--- src/rtl/steal_dma_pkg.sv ---
package steal_dma_pkg;

  typedef enum logic [2:0] {
    ST_IDLE,
    ST_REQ,
    ST_RD,
    ST_WR,
    ST_REL
  } seq_state_e;

  localparam int REG_AW = 3;

  localparam logic [REG_AW-1:0] OFS_SRC  = 3'd0;
  localparam logic [REG_AW-1:0] OFS_DST  = 3'd1;
  localparam logic [REG_AW-1:0] OFS_CNT  = 3'd2;
  localparam logic [REG_AW-1:0] OFS_CTRL = 3'd3;
  localparam logic [REG_AW-1:0] OFS_ICLR = 3'd4;
  localparam logic [REG_AW-1:0] OFS_STAT = 3'd5;

  localparam int CTRL_GO       = 0;
  localparam int CTRL_SRC_HOLD = 1;
  localparam int CTRL_DST_HOLD = 2;

  localparam int NUM_CHAN = 2;
  localparam int CH_SRC   = 0;
  localparam int CH_DST   = 1;

endpackage

--- src/rtl/steal_dma_addr_chan.sv ---
module steal_dma_addr_chan #(
  parameter int AW = 16
) (
  input  logic          clk,
  input  logic          rst_n,
  input  logic          load_en,
  input  logic [AW-1:0] load_val,
  input  logic          step_en,
  input  logic          hold,
  output logic [AW-1:0] addr_q
);

  logic [AW-1:0] addr_d;
  logic          addr_en;

  always_comb begin
    addr_d  = addr_q;
    addr_en = 1'b0;
    if (load_en) begin
      addr_d  = load_val;
      addr_en = 1'b1;
    end else if (step_en && !hold) begin
      addr_d  = addr_q + 1'b1;
      addr_en = 1'b1;
    end
  end

  always_ff @(posedge clk or negedge rst_n) begin
    if (!rst_n) begin
      addr_q <= '0;
    end else if (addr_en) begin
      addr_q <= addr_d;
    end
  end

endmodule

--- src/rtl/steal_dma_counter.sv ---
module steal_dma_counter #(
  parameter int CW = 16
) (
  input  logic          clk,
  input  logic          rst_n,
  input  logic          load_en,
  input  logic [CW-1:0] load_val,
  input  logic          dec_en,
  output logic [CW-1:0] cnt_q,
  output logic          is_zero
);

  logic [CW-1:0] cnt_d;
  logic          cnt_en;

  always_comb begin
    cnt_d  = cnt_q;
    cnt_en = 1'b0;
    if (load_en) begin
      cnt_d  = load_val;
      cnt_en = 1'b1;
    end else if (dec_en && (cnt_q != '0)) begin
      cnt_d  = cnt_q - 1'b1;
      cnt_en = 1'b1;
    end
  end

  always_ff @(posedge clk or negedge rst_n) begin
    if (!rst_n) begin
      cnt_q <= '0;
    end else if (cnt_en) begin
      cnt_q <= cnt_d;
    end
  end

  assign is_zero = (cnt_q == '0);

endmodule

--- src/rtl/steal_dma_seq.sv ---
module steal_dma_seq
  import steal_dma_pkg::*;
(
  input  logic clk,
  input  logic rst_n,
  input  logic go,
  input  logic bus_gnt,
  input  logic mem_ready,
  input  logic cnt_zero,
  output logic bus_req,
  output logic rd_en,
  output logic wr_en,
  output logic cap_en,
  output logic step_en,
  output logic done,
  output logic busy
);

  seq_state_e st_q, st_d;

  always_comb begin
    st_d = st_q;
    unique case (st_q)
      ST_IDLE: if (go)        st_d = ST_REQ;
      ST_REQ:  if (bus_gnt)   st_d = ST_RD;
      ST_RD:   if (mem_ready) st_d = ST_WR;
      ST_WR:   if (mem_ready) st_d = ST_REL;
      ST_REL:  st_d = cnt_zero ? ST_IDLE : ST_REQ;
      default: st_d = ST_IDLE;
    endcase
  end

  always_ff @(posedge clk or negedge rst_n) begin
    if (!rst_n) begin
      st_q <= ST_IDLE;
    end else begin
      st_q <= st_d;
    end
  end

  assign bus_req = (st_q == ST_REQ) || (st_q == ST_RD) || (st_q == ST_WR);
  assign rd_en   = (st_q == ST_RD);
  assign wr_en   = (st_q == ST_WR);
  assign cap_en  = rd_en && mem_ready;
  assign step_en = wr_en && mem_ready;
  assign done    = (st_q == ST_REL) && cnt_zero;
  assign busy    = (st_q != ST_IDLE);

endmodule

--- src/rtl/steal_dma.sv ---
module steal_dma
  import steal_dma_pkg::*;
#(
  parameter int AW = 16,
  parameter int DW = 16,
  parameter int CW = 16,
  parameter int RW = 32
) (
  input  logic              clk,
  input  logic              rst_n,
  input  logic              reg_we,
  input  logic [REG_AW-1:0] reg_addr,
  input  logic [RW-1:0]     reg_wdata,
  output logic [RW-1:0]     reg_rdata,
  output logic              busy,
  output logic              irq,
  output logic              bus_req,
  input  logic              bus_gnt,
  output logic [AW-1:0]     mem_addr,
  output logic              mem_rd,
  output logic              mem_wr,
  output logic [DW-1:0]     mem_wdata,
  input  logic [DW-1:0]     mem_rdata,
  input  logic              mem_ready
);

  localparam int PAD_A = RW - AW;
  localparam int PAD_C = RW - CW;

  logic              wr_open;
  logic              go_wr, go_run, go_empty;
  logic              ctrl_we;
  logic              src_hold_q, dst_hold_q;
  logic              cnt_zero, cap_en, step_en, done;
  logic              irq_set, irq_clr, irq_d;
  logic [CW-1:0]     cnt_q;
  logic [DW-1:0]     buf_q;
  logic [NUM_CHAN-1:0] ch_load, ch_hold;
  logic [AW-1:0]     ch_addr [NUM_CHAN];
  logic              unused_wdata;

  assign unused_wdata = ^reg_wdata;

  // register writes are accepted only while idle; interrupt clear always
  assign wr_open  = reg_we && !busy;
  assign ctrl_we  = wr_open && (reg_addr == OFS_CTRL);
  assign go_wr    = ctrl_we && reg_wdata[CTRL_GO];
  assign go_run   = go_wr && !cnt_zero;
  assign go_empty = go_wr && cnt_zero;

  always_ff @(posedge clk or negedge rst_n) begin
    if (!rst_n) begin
      src_hold_q <= 1'b0;
      dst_hold_q <= 1'b0;
    end else if (ctrl_we) begin
      src_hold_q <= reg_wdata[CTRL_SRC_HOLD];
      dst_hold_q <= reg_wdata[CTRL_DST_HOLD];
    end
  end

  assign ch_load[CH_SRC] = wr_open && (reg_addr == OFS_SRC);
  assign ch_load[CH_DST] = wr_open && (reg_addr == OFS_DST);
  assign ch_hold[CH_SRC] = src_hold_q;
  assign ch_hold[CH_DST] = dst_hold_q;

  for (genvar g = 0; g < NUM_CHAN; g++) begin : g_chan
    steal_dma_addr_chan #(.AW(AW)) u_chan (
      .clk      (clk),
      .rst_n    (rst_n),
      .load_en  (ch_load[g]),
      .load_val (reg_wdata[AW-1:0]),
      .step_en  (step_en),
      .hold     (ch_hold[g]),
      .addr_q   (ch_addr[g])
    );
  end

  steal_dma_counter #(.CW(CW)) u_cnt (
    .clk      (clk),
    .rst_n    (rst_n),
    .load_en  (wr_open && (reg_addr == OFS_CNT)),
    .load_val (reg_wdata[CW-1:0]),
    .dec_en   (step_en),
    .cnt_q    (cnt_q),
    .is_zero  (cnt_zero)
  );

  steal_dma_seq u_seq (
    .clk       (clk),
    .rst_n     (rst_n),
    .go        (go_run),
    .bus_gnt   (bus_gnt),
    .mem_ready (mem_ready),
    .cnt_zero  (cnt_zero),
    .bus_req   (bus_req),
    .rd_en     (mem_rd),
    .wr_en     (mem_wr),
    .cap_en    (cap_en),
    .step_en   (step_en),
    .done      (done),
    .busy      (busy)
  );

  always_ff @(posedge clk or negedge rst_n) begin
    if (!rst_n) begin
      buf_q <= '0;
    end else if (cap_en) begin
      buf_q <= mem_rdata;
    end
  end

  assign mem_addr  = mem_wr ? ch_addr[CH_DST] : ch_addr[CH_SRC];
  assign mem_wdata = buf_q;

  // completion flag: set wins over clear
  assign irq_set = done || go_empty;
  assign irq_clr = reg_we && (reg_addr == OFS_ICLR) && reg_wdata[0];

  always_comb begin
    irq_d = irq;
    if (irq_set)      irq_d = 1'b1;
    else if (irq_clr) irq_d = 1'b0;
  end

  always_ff @(posedge clk or negedge rst_n) begin
    if (!rst_n) begin
      irq <= 1'b0;
    end else begin
      irq <= irq_d;
    end
  end

  always_comb begin
    reg_rdata = '0;
    unique case (reg_addr)
      OFS_SRC:  reg_rdata = {{PAD_A{1'b0}}, ch_addr[CH_SRC]};
      OFS_DST:  reg_rdata = {{PAD_A{1'b0}}, ch_addr[CH_DST]};
      OFS_CNT:  reg_rdata = {{PAD_C{1'b0}}, cnt_q};
      OFS_CTRL: begin
        reg_rdata[CTRL_SRC_HOLD] = src_hold_q;
        reg_rdata[CTRL_DST_HOLD] = dst_hold_q;
      end
      OFS_STAT: reg_rdata[1:0] = {irq, busy};
      default:  reg_rdata = '0;
    endcase
  end

endmodule

--- config.mk ---
export PLATFORM = sky130hd
export DESIGN_NAME = steal_dma
export DESIGN_NICKNAME = d
export VERILOG_FILES = /design/src/rtl/steal_dma_pkg.sv /design/src/rtl/steal_dma_addr_chan.sv /design/src/rtl/steal_dma_counter.sv /design/src/rtl/steal_dma_seq.sv /design/src/rtl/steal_dma.sv
export SDC_FILE = /design/constraint.sdc
export NUM_CORES = 1
export LEC_CHECK = 0
export CAP_MARGIN = 10
export CORE_ASPECT_RATIO = 0.9
export CORE_MARGIN = 1
export CORE_UTILIZATION = 45
export CTS_CLUSTER_SIZE = 24
export DETAILED_ROUTE_END_ITERATION = 16
export GPL_TIMING_DRIVEN = 0
export PLACE_DENSITY_LB_ADDON = 0.2
export SETUP_SLACK_MARGIN = 0.5
export SYNTH_ARGS = -nofsm -noshare
export SYNTH_HDL_FRONTEND = slang
export SYNTH_HIERARCHICAL = 1
export SYNTH_SLANG_ARGS = --single-unit
--- constraint.sdc ---
create_clock -name clk -period 2.39 [get_ports clk]
set_input_delay 0.478 -clock clk [delete_from_list [all_inputs] [get_ports clk]]
set_output_delay 0.478 -clock clk [all_outputs]
set_load 0.02 [all_outputs]
; ---- Word-level counts from Yosys, hierarchy flattened
; Cells that the tools add are included.
[op_classes]
addsub = 3
n_eq_ne = 13
muxes = 25
reduce_logical = 36
[ops]
columns = op, count
row1 = $mux W16, 7
row2 = $pmux W13 S3, 1
row3 = $add A16 B1 Y16 const B, 2
row4 = $logic_and A1 B1 Y1, 16
row5 = $logic_not A16 Y1, 1
row6 = $reduce_bool A16 Y1, 1
row7 = $sub A16 B1 Y16 const B, 1
row8 = $pmux W3 S5, 1
row9 = $eq A3 B2 Y1 const B, 4
row10 = $mux W3, 4
row11 = $eq A3 B3 Y1 const B, 3
row12 = $mux W1, 9
row13 = $pmux W1 S4, 2
row14 = $reduce_bool A2 Y1, 4
row15 = $eq A3 B1 Y1 const B, 2
row16 = $logic_not A3 Y1, 2
row17 = $ne A2 B2 Y1 const B, 3
row18 = $reduce_and A2 Y1, 3
row19 = $pmux W1 S5, 1
row20 = $logic_not A1 Y1, 4
row21 = $reduce_and A4 Y1, 1
row22 = $logic_or A1 B1 Y1, 3
row23 = $reduce_bool A3 Y1, 1
row24 = $ne A2 B1 Y1 const B, 1
[word_totals]
output_inout_bits = 69
wordCells = 85
reg_bits = 70

; ---- Longest topological paths before layout
; Gate-level depths: netlist of the first run.
[depth]
depth_word = 8
mapped_depth = 10
depth_no_buf = 9

; ---- Modules after synthesis
; Netlist of the first run, hierarchy kept.
[by_module_without_submodules]
columns = mod, area_each_um2, cells_each, n_inst
row1 = steal_dma_addr_chan, 948.4, 98, 2
row2 = steal_dma, 1634.1, 159, 1
row3 = steal_dma_counter, 1029.7, 111, 1
row4 = steal_dma_seq, 201.4, 25, 1

; ---- Worst setup path before layout of the first run
; OpenSTA, ideal clock, no wires.
[synth_timing]
path_kind = reg2out
start = register u_seq.st_q[2]
end = output port mem_addr[10]
slack_ps = -28
stages_incl_launch_ff = 7
arrival_time_ps = 1940
cell_sequence = dfrtp_1 -> clkbuf_2 -> or2b_1 -> nor2_1 -> buf_2 -> buf_2 -> mux2_2
[synth_via]
elab_chain_len = 2
[synth_lines]
columns = element, line_no
row1 = from (decl), steal_dma_seq.sv:19  ; seq_state_e st_q, st_d;
row2 = from (signal assigned), steal_dma_seq.sv:37  ; st_q <= st_d;
row3 = $eq A3 B2 Y1, steal_dma_seq.sv:43  ; assign wr_en = (st_q == ST_WR);
row4 = named net mem_wr, steal_dma.sv:21  ; output logic mem_wr,
row5 = $mux W16, steal_dma.sv:112  ; assign mem_addr = mem_wr ? ch_addr[CH_DST] : ch_addr[CH_SRC];
row6 = to (decl), steal_dma.sv:19  ; output logic [AW-1:0] mem_addr,
; The timed path passes the listed nets, and every way through them passes these cells.

; ---- Worst setup path in the final report of the first run
[layout_timing]
start = register u_seq.st_q[2]
end = output port mem_addr[13]
[layout_via]
elab_chain_len = 2
[layout_lines]
columns = element, line_no
row1 = $eq A3 B2 Y1, steal_dma_seq.sv:43
row2 = $mux W16, steal_dma.sv:112
; Every way passes these cells.

==> qor.csv, run 1 <==
metric,value,unit
status,finished with violations,
failed_checks,negative setup slack,
cts_buffers,9,
initial_utilization,46.5,%
total_power,9.28,mW
grt_setup_unrepaired,yes,
slew_violations,0,
clock-sinks,70,
maxCapViolCount,0,
finalCritPeriodShare,102,%
rrSetupSlack,-0.03,ns
synthTopCellsByArea,"dfrtp_1, mux2_2, nand2_1",
finalClockSkew,0.00639,ns
tightest_slew,0.945,ns
cp_num_buf_inv,4,
dr.first_iter.drc_count,510,
syn_area_per_cell,9.70,um^2
grt_first_pass_wirelength,26700,um
mostFrequentLayoutCells,"buf_4, buf_6, clkdlybuf4s50_1, dfrtp_1, nand2_1",
setup_violations,17,
criticalPathCategory,flop to primary output,
ios,125,
cp_top_family,buffers and inverters,
grt_overflow_total,0,
fp.dieH,99.6,um
power_density,1110,mW/mm^2
start_kind,flop,
worstSetupEndpoint,mem_addr[13],
min_period,2.45,ns
drive_gt1_share,59.1,%
syn_area,0.00476,mm^2
hold_path.class,primary input to async pin,
num_antenna_cells,0,
finalWeightedCongestion,0.867,
cp_slowest_cell,dfrtp_1,
nNetsFinal,758,
drc,0,
multi_input_area,0.00372,mm^2
placed_cells,726,
ys_seq_elements,70,
synth_cells,491,
layout_setup_ws,-0.0582,ns
synth_top_area_share,36.8,%
cp.depth,7,
layout_commonest_cell,buf_4,
fmax,0.408,GHz
dr.pass1.iters,5,
synth_edf_count,0,
ys_warn_count,6,
yosys.area.top_type,dfrtp_1,
place_ws,-0.559,ns
h-tree-depth,3,
hold_slack,0.281,ns
end_kind,primary output,
placed_cell_area,0.00599,mm^2
drt-total-wl,20700,um
vdd_drop_max,0.000752,V
grt_antenna_before_repair,0,
ant_nets,0,
tns,-0.615,ns
io_buffers,91,
slowest_delay,0.38,ns
crit_chain,"clkbuf_8, or2b_4, nor2_4, buf_8, buf_12, mux2_4, buf_6",
fin_cells,833,
r2r_cells,12,
reg2reg_from,u_seq/st_q[2],
grt_pass1_vias,4772,
root_buffer,clkbuf_16,
leakage,3.68,nW
row_count,35,
area_growth,76.3,%
cp_data_required_time,1.91,ns
track_usage,31.9,%
cts_hold_buf,0,
synth.distinct_cells,62,
grt_max_degree,71,
via_count,5154,
worstReg2RegEnd,g_chan[1].u_chan/addr_q[12],
cp_data_arrival_time,1.97,ns
fin_area,0.00840,mm^2
die_x,110,um
fin_util,81.9,%
clkSlewWorstSetupHoldPaths,0.06,ns
seq_area,0.00178,mm^2
ys_seq_area_share,36.8,%
crit_path_max_fanout,8,
hpwl,10300,um
via_per_inst,6.19,
fillers,514,
synthFlopType,dfrtp_1,
core_area,0.0102,mm^2
finalHoldViolations,0,
wl_per_cell,24.8,um
cts_tree,built,
slew-limit-headroom,37.0,%
async_flop_share,100,%
clk_path_buf_depth,2,
worstSkewPairLatency,0.34,ns
die_area,0.0110,mm^2
startpoint,u_seq/st_q[2],
==> area by class of cell <==
cell class                 count  area share (%)
buffer                        43            6.71
sequential                    70            21.2
clock buffer                  10            2.85
timing repair buffer         182            21.5
clock inverter                 6            1.01
inverter                      10           0.447
multi-input combinational    383            44.3
tap                          129            1.92
==> logic make-up (layout without fill, tap and decap cells) <==
group | Yosys count | count (layout) | synth area share (%)
fa+ha+maj | 3 | 3 | 0.788
buf+inv | 53 | 251 | 6.75
xor+xnor | 34 | 34 | 6.25
mux | 66 | 66 | 15.3
compound gates | 76 | 76 | 10.2
simple gates | 188 | 188 | 23.8
other cells | 1 | 16 | 0.0787
flops | 70 | 70 | 36.8
==> routing by layer <==
metal	wire length, um	track usage (%)
met1	7740	38.7
met2	10300	55.0
met3	1600	6.46
met4	1070	14.5
met5	0	0
==> synth_stat cells, types with 3 or more instances <==
library cell  instances
dfrtp_1              70
nand2_1              68
mux2_2               43
o21ai_1              29
xnor2_1              24
mux2i_1              21
nor2_1               21
buf_4                18
nor3_1               14
or2_1                12
clkbuf_1             11
a21oi_2              10
inv_1                10
nand3_1              10
nand4_1              10
nor4_2               10
o21ai_0              10
xor2_1               10
a21oi_1               9
buf_2                 8
nor2b_1               6
nand3b_1              4
nor4_1                4
a221o_1               3
a31oi_1               3
ha_1                  3
nand4b_1              3
nor3_2                3
nor3b_1               3
==> power breakdown <==
part | internal, mW | switching [mW]
combinational | 2.64 | 2.49
sequential | 1.77 | 0.886
clock | 0.939 | 0.557
total | 5.35 | 3.93
==> how the worst min path moves through the flow <==
stage / startpoint / to / slack [ns] / cells after the start
after CTS: rst_n / mem_wdata[15] / 0.31 / 1
final: rst_n / mem_wdata[15] / 0.28 / 1
after detailed placement: mem_wdata[14] / mem_wdata[14] / 0.49 / 1
after global routing: rst_n / g_chan[1].u_chan/addr_q[3] / 0.36 / 1
after floorplan: rst_n / dst_hold_q / 0.18 / 0
after global placement: mem_wdata[14] / mem_wdata[14] / 0.49 / 1
==> sequential cells by signal, summed over array words and instances, names as in the netlist <==
name,cells
src_hold_q,1
u_cnt/cnt_q,16
dst_hold_q,1
irq,1
mem_wdata,16
g_chan.u_chan/addr_q,32
u_seq/st_q,3
==> repair_timing <==
item / in CTS / in global routing
pin swaps: 44 / 65
setup endpoints to repair: 96 / 98
gates cloned: 10 / 1
gates resized for setup: 398 / 134
setup buffers: 58 / 22
endpoints found under the hold margin: 0 / 0
No activity file was read; power rests on OpenSTA's default activity.
==> run 2: changes to the inputs <==
REMOVE_ABC_BUFFERS = 1   (was default)
SLEW_MARGIN = 20   (was default)
==> run 2 against run 1 <==
The flow now finishes without violations. Clock skew is essentially flat. Die area is the same. Count of clock-buffer cells in the layout shrank 1. Sequential power shrank 6%. Register-to-register slack gained 0.07 ns. Utilization shrank 5.9 points. First-iteration DRC count shrank 41%. Worst setup slack gained 0.098 ns. Critical path type unchanged. Largest cell class unchanged. Largest power group unchanged.
==> qor.csv, run 2 (synthesis gave the netlist of run 1 again) <==
metric,value,unit
registers.top_by_ff_count,g_chan.u_chan/addr_q,
grt_pass1_vias,4521,
layout_commonest_cell,buf_4,
tightest_slew,0.512,ns
finalWeightedCongestion,0.832,
placed_cell_area,0.00574,mm^2
grt_max_degree,53,
p_switching,3.63,mW
hpwl,9460,um
largest_register_ffs,32,
total_power,8.74,mW
wl_per_cell,20.3,um
track_usage,28.4,%
clkPwrFrac,14.4,%
slew-limit-headroom,65.7,%
min_period,2.35,ns
status,"complete, no violations",
io_buffers,92,
area_growth,63.6,%
end_kind,primary output,
clkSlewWorstSetupHoldPaths,0.06,ns
switching_share,41.5,%
grt_setup_unrepaired,yes,
finalCritPeriodShare,98.3,%
via_count,4630,
layout_setup_ws,0.0401,ns
crit_path_max_fanout,6,
cp_num_buf_inv,3,
via_per_inst,5.65,
finalHoldViolations,0,
maxCapViolCount,0,
grt_overflow_total,0,
slew_violations,0,
finalClockSkew,0.00589,ns
row_count,35,
worstSkewPairLatency,0.34,ns
intPower,5.11,mW
dr.pass1.iters,5,
clk_path_buf_depth,2,
fmax,0.426,GHz
met2_usage,47.2,%
drive_gt1_share,49.6,%
ant_nets,0,
criticalPathCategory,flop to primary output,
busiest_layer,met2,
hold_path.class,primary input to async pin,
num_antenna_cells,0,
vdd_drop_max,0.000701,V
core_area,0.0102,mm^2
leakage,3.34,nW
nNetsFinal,744,
cp_top_family,simple AND/OR/NAND/NOR gates,
fin_util,76.0,%
initial_utilization,46.5,%
sequentialPowerShare,28.5,%
cp_data_arrival_time,1.87,ns
mostFrequentLayoutCells,"buf_4, buf_6, nand2_1, clkdlybuf4s50_1, dfrtp_1",
fin_area,0.00779,mm^2
slowest_delay,0.41,ns
grt_antenna_before_repair,0,
h-tree-depth,3,
power_density,1120,mW/mm^2
place_ws,-1.05,ns
cts_buffers,9,
root_buffer,clkbuf_16,
cts_hold_buf,0,
fp.dieH,99.6,um
die_x,110,um
comb_power_share,57.1,%
crit_path_frequent_cell,buf_6,
ios,125,
tns,0,ns
clock-sinks,70,
grt_util_met3,6.15,%
die_area,0.0110,mm^2
drt-total-wl,16600,um
cp_slowest_cell,dfrtp_2,
crit_chain,"or2b_4, nor2_4, buf_6, buf_16, mux2_4, buf_6",
cts_tree,built,
met1_usage,35.8,%
dr.first_iter.drc_count,302,
drc,0,
grt_first_pass_wirelength,24300,um
setup_violations,0,
cp_data_required_time,1.91,ns
start_kind,flop,
run 2: cell count changes in the layout (fill, tap and decap cells not counted), sizes merged:
cell and delta:
clkbuf -13, bufinv -2, buf -1, clkdlybuf4s15 -1
clkinv +1, clkinvlp +1, inv +1
run 2: layer usage:
metal / vias up / wire (um)
li1: 2091 / -
met1: 2291 / 6580
met2: 203 / 8350
met3: 45 / 1150
met4: 0 / 522
met5: - / 0
run 2: power by group through the flow:
stage	combinational, mW	clock, mW	sequential (mW)
after floorplan	1.84	0	2.51
after global placement	3.09	0	2.54
after detailed placement	3.19	0	2.58
after CTS	4.28	1.26	2.45
after global routing	5.25	1.31	2.56
final	4.99	1.26	2.49
run 2: repair_timing:
item | in CTS | in global routing
buffers inserted | 72 | 33
pin swaps | 36 | 38
endpoints found under the setup margin | 88 | 86
gates resized for setup | 346 | 90
cloned | 2 | 0
run 2: cell type report:
cell class,instances,area (um^2)
multi-input cells,383,3410
fillers,633,2460
repair buffers,211,2130
flip-flops and latches,70,1780
clock buffers,9,225
well taps,129,161
clock inverters,7,50.0
inverters,10,37.5
run 2: stage by stage:
step                hold slack, ns  cells
floorplan                    0.182    463
global route                0.0319    819
global placement             0.490    684
finish                      0.0193    819
detailed placement           0.384    696
CTS                         0.0209    786
run 2: final timing paths:
check	cells past startpoint	endpoint	slack, ns	start
setup reg to reg	13	g_chan[1].u_chan/addr_q[12]	0.04	u_seq/st_q[2]
setup / recovery	6	mem_addr[2]	0.04	u_seq/st_q[2]
hold reg to reg	1	mem_wdata[10]	0.51	mem_wdata[10]
hold / removal	1	g_chan[1].u_chan/addr_q[5]	0.02	rst_n
max in group asynchronous	2	u_cnt/cnt_q[14]	1.80	rst_n
min in group clk	3	irq	0.50	reg_addr[0]
==> run 3: changes to the inputs <==
GPL_ROUTABILITY_DRIVEN = 0   (was default)
GPL_TIMING_DRIVEN = default   (was 0)
==> run 3 against run 2 <==
Clock skew about the same. Clock power grew 20%. Largest power group unchanged. Non-clock buffer count down 5. Sequential cell count unchanged. Worst hold slack gained 0.13 ns. Highest routed layer unchanged. Combinational power grew 2%. Global-route usage up 3.3 points. Utilization increased by 1.9 points. Critical path depth down 1.
==> qor.csv, run 3 (synthesis gave the netlist of run 1 again) <==
metric,value,unit
track_usage,31.7,%
finalClockSkew,0.00565,ns
ios,125,
ant_nets,0,
root_buffer,clkbuf_16,
start_kind,flop,
leakage,3.47,nW
power_density,1150,mW/mm^2
fp.dieH,99.6,um
via_per_inst,6.26,
vdd_drop_max,0.000741,V
grt_overflow_total,0,
r2r_cells,9,
setup_violations,0,
status,"complete, no violations",
finalHoldViolations,0,
rrSetupSlack,0.13,ns
nNetsFinal,739,
criticalPathCategory,flop to primary output,
crit_chain,"or2b_1, nor2_4, buf_6, mux2_4, buf_6",
registers.top_by_ff_count,g_chan.u_chan/addr_q,
grt_first_pass_wirelength,26700,um
drive_gt1_share,53.1,%
cts_hold_buf,0,
slowest_delay,0.37,ns
total_power,9.14,mW
min_period,2.32,ns
wl_per_cell,24.6,um
worstSkewPairLatency,0.35,ns
clk_path_buf_depth,2,
grt_pass1_vias,4937,
crit_path_max_fanout,6,
dr.pass1.iters,5,
hpwl,10200,um
num_antenna_cells,0,
die_area,0.0110,mm^2
slew-limit-headroom,57.9,%
cp_data_arrival_time,1.84,ns
grt_setup_unrepaired,yes,
drc,0,
h-tree-depth,3,
cp_slowest_cell,dfrtp_1,
grt_antenna_before_repair,0,
cp_top_family,simple AND/OR/NAND/NOR gates,
area_growth,67.6,%
cts_tree,built,
initial_utilization,46.5,%
mostFrequentLayoutCells,"buf_4, buf_6, clkdlybuf4s50_1, dfrtp_1, nand2_1",
clkSlewWorstSetupHoldPaths,0.06,ns
slew_violations,0,
dr.first_iter.drc_count,411,
drt-total-wl,20000,um
row_count,35,
io_buffers,92,
fmax,0.431,GHz
end_kind,primary output,
maxCapViolCount,0,
die_x,110,um
hold_path.class,primary input to async pin,
tightest_slew,0.632,ns
crit_path_frequent_cell,buf_6,
core_area,0.0102,mm^2
via_count,5096,
tns,0,ns
cp.depth,5,
cp_num_buf_inv,2,
cp_data_required_time,1.91,ns
cts_buffers,9,
finalCritPeriodShare,97.2,%
clock-sinks,70,
largest_register_ffs,32,
grt_max_degree,46,
layout_commonest_cell,buf_4,
-- run 3: cell types whose count changed in the layout (fill, tap and decap cells not counted), moves of 4 or more --
cell / before / now
o21ai_2: 1 / 11
o21ai_1: 35 / 26
nand2_2: 4 / 17
buf_16: 3 / 7
nand2_1: 61 / 37
nand2_4: 2 / 13
buf_4: 77 / 73
buf_6: 62 / 56
-- run 3: where the power goes --
part	total [mW]	internal, mW	switching [mW]
Combinational	5.07	2.58	2.50
Sequential	2.56	1.76	0.796
Clock	1.51	0.928	0.582
-- run 3: routing by layer --
layer	track usage [%]	share of wire, %	vias up
li1	-	-	2091
met1	37.3	38	2513
met2	53.5	47	352
met3	7.80	8.6	140
met4	17.7	6.8	0
met5	0	0	-
-- run 3: area by class of cell --
type                       count  area [um^2]
clock inverter                 7          104
multi-input combinational    383         3490
timing repair buffer         206         2180
clock buffer                   9          225
tap                          129          161
inverter                      10         37.5
sequential                    70         1780
fill                         564         2270
-- run 3: final timing paths --
kind                               start                           to
setup / recovery           u_seq/st_q[2]                 mem_addr[11]
hold / removal                     rst_n                u_seq/st_q[1]
setup reg to reg           u_seq/st_q[2]  g_chan[0].u_chan/addr_q[13]
hold reg to reg             mem_wdata[4]                 mem_wdata[4]
max in group asynchronous          rst_n  g_chan[0].u_chan/addr_q[11]
min in group clk            mem_wdata[4]                 mem_wdata[4]
-- run 3: stage by stage --
stage	area [um^2]	worst slack [ns]	instances	hold WS [ns]	util, %
after floorplan	4530	-2.02	463	0.182	-
after global placement	6030	-0.380	732	0.489	58.8
after detailed placement	6030	-0.426	732	0.494	58.8
after CTS	7300	0.0742	790	0.163	71.2
after global routing	7980	0.0362	814	0.205	77.9
final	7980	0.0674	814	0.146	77.9
-- run 3: repair_timing --
item,4_1_cts,5_1_grt
pin swaps,31,39
gates cloned,11,3
buffers inserted,31,21
setup endpoints to repair,85,86
gates resized for setup,348,127
